<file path="src/rtl/bc_pkg.sv">
package bc_pkg;
  typedef enum logic [1:0] {
    OP_HOLD = 2'd0,
    OP_ADV  = 2'd1,
    OP_LOAD = 2'd2,
    OP_CLR  = 2'd3
  } bc_op_e;
endpackage

</file>
<file path="src/rtl/bc_decode.sv">
module bc_decode
  import bc_pkg::*;
(
  input  logic   strobe_ni,
  input  logic   adv_ni,
  input  logic   clr_ni,
  output bc_op_e op_o
);
  // priority: clear > load > advance > hold
  always_comb begin
    if (!clr_ni)         op_o = OP_CLR;
    else if (!strobe_ni) op_o = OP_LOAD;
    else if (!adv_ni)    op_o = OP_ADV;
    else                 op_o = OP_HOLD;
  end
endmodule

</file>
<file path="src/rtl/bc_incr.sv">
module bc_incr #(
  parameter int unsigned W = 15
) (
  input  logic [W-1:0] a_i,
  output logic [W-1:0] y_o
);
  logic [W:0] carry;
  assign carry[0] = 1'b1;
  // ripple half-adder chain; the final carry is dropped so the count wraps
  for (genvar g = 0; g < W; g++) begin : g_bit
    assign y_o[g]     = a_i[g] ^ carry[g];
    assign carry[g+1] = a_i[g] & carry[g];
  end
  logic unused_carry;
  assign unused_carry = carry[W];
endmodule

</file>
<file path="src/rtl/bc_cnt_reg.sv">
module bc_cnt_reg
  import bc_pkg::*;
#(
  parameter int unsigned W = 15
) (
  input  logic         clk_i,
  input  logic         rst_ni,
  input  bc_op_e       op_i,
  input  logic [W-1:0] ext_i,
  input  logic [W-1:0] inc_i,
  output logic [W-1:0] q_o
);
  logic [W-1:0] d;
  always_comb begin
    unique case (op_i)
      OP_CLR:  d = '0;
      OP_LOAD: d = ext_i;
      OP_ADV:  d = inc_i;
      default: d = q_o;
    endcase
  end
  always_ff @(posedge clk_i or negedge rst_ni) begin
    if (!rst_ni) q_o <= '0;
    else         q_o <= d;
  end
endmodule

</file>
<file path="src/rtl/burst_addr_ctr.sv">
module burst_addr_ctr
  import bc_pkg::*;
#(
  parameter int unsigned ADDR_W = 15
) (
  input  logic              clk_i,
  input  logic              rst_ni,
  input  logic [ADDR_W-1:0] addr_i,
  input  logic              strobe_ni,
  input  logic              adv_ni,
  input  logic              clr_ni,
  output logic [ADDR_W-1:0] addr_o
);
  bc_op_e            op;
  logic [ADDR_W-1:0] cnt_q;
  logic [ADDR_W-1:0] cnt_inc;

  bc_decode u_dec (
    .strobe_ni (strobe_ni),
    .adv_ni    (adv_ni),
    .clr_ni    (clr_ni),
    .op_o      (op)
  );

  bc_incr #(.W(ADDR_W)) u_inc (
    .a_i (cnt_q),
    .y_o (cnt_inc)
  );

  bc_cnt_reg #(.W(ADDR_W)) u_reg (
    .clk_i  (clk_i),
    .rst_ni (rst_ni),
    .op_i   (op),
    .ext_i  (addr_i),
    .inc_i  (cnt_inc),
    .q_o    (cnt_q)
  );

  assign addr_o = cnt_q;
endmodule

</file>
<file path="config.mk">
export PLATFORM = sky130hd
export DESIGN_NAME = burst_addr_ctr
export DESIGN_NICKNAME = d
export VERILOG_FILES = /design/src/rtl/bc_pkg.sv /design/src/rtl/bc_decode.sv /design/src/rtl/bc_incr.sv /design/src/rtl/bc_cnt_reg.sv /design/src/rtl/burst_addr_ctr.sv
export SDC_FILE = /design/constraint.sdc
export NUM_CORES = 1
export LEC_CHECK = 0
export CAP_MARGIN = 20
export CORE_ASPECT_RATIO = 0.75
export CORE_MARGIN = 2
export CORE_UTILIZATION = 30
export DETAILED_ROUTE_END_ITERATION = 6
export PLACE_DENSITY = 0.65
export SYNTH_ARGS = -nofsm -noshare
export SYNTH_HDL_FRONTEND = slang
export SYNTH_HIERARCHICAL = 1
export SYNTH_SLANG_ARGS = --single-unit
</file>
<file path="constraint.sdc">
create_clock -name clk_i -period 8.7 [get_ports clk_i]
set_input_delay 1.74 -clock clk_i [delete_from_list [all_inputs] [get_ports clk_i]]
set_output_delay 1.74 -clock clk_i [all_outputs]
set_load 0.02 [all_outputs]
</file>
==> Flow_metrics.wiki <==
{| class="wikitable"
! Metric !! Value
|-
| Antenna cell count || 0
|-
| Hold Buf Count CTS || 0
|-
| Post-route worst setup slack || 5.24 ns
|-
| Relative max-transition margin || 0.553
|-
| Count of input and output buffers || 34
|-
| Number of levels in the clock H-tree || 1
|-
| Largest Register || u_reg/q_o
|-
| Top_reg_cell synth || dfrtp_1
|-
| Routed wire per std cell || 12.9 um
|-
| RSZ-0062 raised after global routing || false
|-
| Cell at the root of the clock tree || clkbuf_8
|-
| Number of endpoints failing setup at the final stage || 0
|-
| Vias after detailed routing || 759
|-
| Die outline height || 52.5 um
|-
| Rows || 17
|-
| Area leader, netlist || dfrtp_1
|-
| Max FFs per register || 15
|-
| Leading cell types by count after synthesis || ha_1 (16), nand2_1 (16), a22oi_1 (15), dfrtp_1 (15), o21ai_2 (11)
|-
| Post-layout min period || 3.46 ns
|-
| Fin util || 0.450
|-
| Area grow syn2layout || 42.2%
|-
| Crit path to || u_reg/q_o[14]
|-
| Sequential share of power || 0.448
|-
| Worst Skew || 0.000990 ns
|-
| Cell breakdown of the critical path || ha_1 -> ha_1 -> ha_1 -> ha_1 -> ha_1 -> ha_1 -> ha_1 -> ha_1 -> ha_1 -> ha_1 -> ha_1 -> ha_1 -> ha_1 -> xor2_1 -> a22oi_1 -> o21ai_2
|-
| Static leakage power || 0.000632 uW
|-
| Gr ovfl total || 0
|-
| #FFs+latches synth || 15
|-
| Most frequent cell on the critical path || ha_1
|-
| Switching part of the total || 0.267
|-
| Slack of the worst reg-to-reg path || 5.24 ns
|-
| Bufs on Longest Clock Path || 2
|-
| Later-pin clock latency in the skew report || 0.24 ns
|-
| Distinct cells, synth || 13
|-
| P per Cell Area || 127 nW/um^2
|-
| WL final || 2.07 mm
|-
| Top-level I/O count || 35
|-
| Maximum number of pins on one net before global-route repair || 17
|-
| Leading registers by flop count || u_reg/q_o: 15 flops
|-
| Main area contributors after synthesis || dfrtp_1 (40%), ha_1 (21%), a22oi_1 (12%)
|-
| Resize count post-CTS || 0
|-
| Layout fillers || 290
|-
| Crit path depth || 16
|-
| Net switching component of the power || 45.4 uW
|-
| Total clock sinks || 15
|-
| Syn nets || 124
|-
| Classification of the worst setup path || reg2reg
|-
| Number of buffers added by the clock tree synthesis step || 3
|-
| Slew at the pin with the worst max-slew slack || 0.669 ns
|-
| Largest incremental delay on the critical path || 0.41 ns
|-
| Horizontal die dimension || 68.7 um
|-
| Total negative slack for setup checks || 0 ns
|-
| Synthesized instance count || 88
|-
| Reg2Reg Depth || 16
|-
| Final #Nets || 159
|-
| Fraction of registers with async set or reset after synthesis || 1.00
|-
| Data required time of the critical path || 8.83 ns
|-
| Design internal power || 125 uW
|-
| Portion of total power attributed to the clock network || 0.323
|-
| Vias per inst || 4.74
|-
| First-pass DRT Iterations || 4
|-
| Endpoint of the worst register-to-register path || u_reg/q_o[14]
|-
| Total of max-cap violations || 0
|-
| Drt first-iter violations || 61
|-
| Synth Cell Area || 942 sq um
|-
| Cell with the largest stage delay on the worst path || dfrtp_1
|-
| Final antenna-violating net count || 0
|-
| R2r startpoint || u_reg/q_o[0]
|-
| Cell family contributing the most delay on the critical path || adder cells
|-
| Startpoint Class || flop
|-
| Hold Vio Cnt, Final || 0
|-
| Post-CTS Setup Repair Bufs || 0
|-
| Final Total Pwr || 170 uW
|-
| Share of final-layout standard cells stronger than drive strength 1 || 0.123
|-
| Pins Over Slew Limit || 0
|-
| Mean cell area of the mapped netlist || 10.7 sq um
|-
| Peak ir drop on the vdd network || 0.0000586 V
|-
| Number of antenna violations at the first check in global routing || 0
|-
| Count of unresolved DRC violations after routing || 0
|-
| Global-route wire length before repair || 3.22 mm
|-
| Worst hold path cell count || 2
|-
| Placer Congestion || 0.705
|-
| Warnings from Yosys || 6
|-
| Worst hold path type || reg2reg
|-
| Status || finished, final reports clean
|-
| Number of flops mapped to enable cells by yosys || 0
|-
| Die Footprint || 3610 sq um
|-
| Clock transition at the register clock pins on the worst setup and hold paths after CTS || 0.06 ns
|-
| All-Layer GR Usage || 0.122
|-
| HPWL after DPL || 1.55 mm
|-
| Share of the clock period used by the worst path after layout || 0.397
|-
| Share of the yosys chip area belonging to registers || 0.398
|-
| CP Capture Type || flop
|-
| DP Worst Slack || 5.11 ns
|-
| Total buffers and inverters traversed by the critical path || 0
|-
| Vias in the first global route || 699
|-
| Clock tree from TritonCTS || yes
|-
| Comb power frac || 0.229
|-
| Top fanout value on the critical path || 4
|-
| Starting density of the core || 0.316
|-
| CP Data Arrival Time || 3.58 ns
|-
| Critical path origin || u_reg/q_o[0]
|-
| Placeable core region || 2980 sq um
|-
| Highest achievable clock rate || 0.289 GHz
|-
| Area share of the largest cell type after synthesis || 0.398
|}
-- how the worst min path moves through the flow --
| stage | from | end | slack, ns |
|---|---|---|---|
| floorplan | u_reg/q_o[10] | u_reg/q_o[10] | 0.62 |
| global placement | u_reg/q_o[8] | u_reg/q_o[8] | 0.50 |
| detailed placement | u_reg/q_o[3] | u_reg/q_o[3] | 0.51 |
| CTS | u_reg/q_o[3] | u_reg/q_o[3] | 0.52 |
| global route | u_reg/q_o[7] | u_reg/q_o[7] | 0.54 |
| finish | u_reg/q_o[3] | u_reg/q_o[3] | 0.52 |
-- worst reg2reg max path, delay by kind of cell, from the launching register on --
| family | cells | cell delay [ns] |
|---|---|---|
| XOR/XNOR | 1 | 0.16 |
| adder cells (fa/ha/maj) | 13 | 2.44 |
| AO/OA/AOI/OAI | 2 | 0.33 |
| flip-flops | 1 | 0.41 |
-- metrics by stage --
| step | hold slack, ns | std cells | area [sq um] |
|---|---|---|---|
| 3_3_place_gp | 0.504 | 156 | 1290 |
| 6_report | 0.518 | 160 | 1340 |
| 2_1_floorplan | 0.616 | 88 | 942 |
| 4_1_cts | 0.523 | 160 | 1340 |
| 3_5_place_dp | 0.508 | 156 | 1290 |
| 5_1_grt | 0.542 | 160 | 1340 |
-- metal layers --
| metal | wire, um | part of all wire | GRT usage | up-vias |
|---|---|---|---|---|
| met5 | 0 | 0 | 0 | - |
| met4 | 19 | 0.0092 | 0.0392 | 0 |
| met3 | 99 | 0.048 | 0.0344 | 2 |
| met2 | 940 | 0.45 | 0.191 | 20 |
| met1 | 1010 | 0.49 | 0.162 | 348 |
| li1 | - | - | - | 389 |
-- power groups by stage --
stage	clock (uW)	sequential, uW	combinational, uW
final	55.0	76.2	39.0
after global routing	59.8	76.8	42.3
after CTS	57.0	76.3	39.4
after detailed placement	0	77.5	39.4
after global placement	0	77.4	38.4
after floorplan	0	81.2	17.0
-- cell families after synthesis --
kind of cell / Yosys count / share of synthesized area
buffers and inverters: 8 / 0.0531
adders and majority gates: 16 / 0.212
and+or+nand+nor: 17 / 0.0784
AOI/OAI and AO/OA: 31 / 0.248
xor gates and xnor gates: 1 / 0.00930
DFF: 15 / 0.398
-- layout make-up --
| type | count | area [sq um] | area share |
|---|---|---|---|
| tap | 38 | 47.5 | 0.0355 |
| clock buffer | 4 | 45.0 | 0.0336 |
| timing repair buffer | 34 | 340 | 0.254 |
| inverter | 4 | 15.0 | 0.0112 |
| multi-input combinational | 65 | 517 | 0.386 |
| sequential | 15 | 375 | 0.280 |
-- cell usage in the layout, fill, tap and decap left out --
cell type        instances
clkdlybuf4s50_1         34
inv_1                    4
xor2_1                   1
clkbuf_1                 1
a22oi_1                 15
o21ai_0                  3
o21ai_2                 11
clkbuf_8                 3
nand2b_4                 1
nand2_1                 16
dfrtp_1                 15
o21ai_1                  2
ha_1                    16
Note: power is estimated with default switching activity, not from simulation.
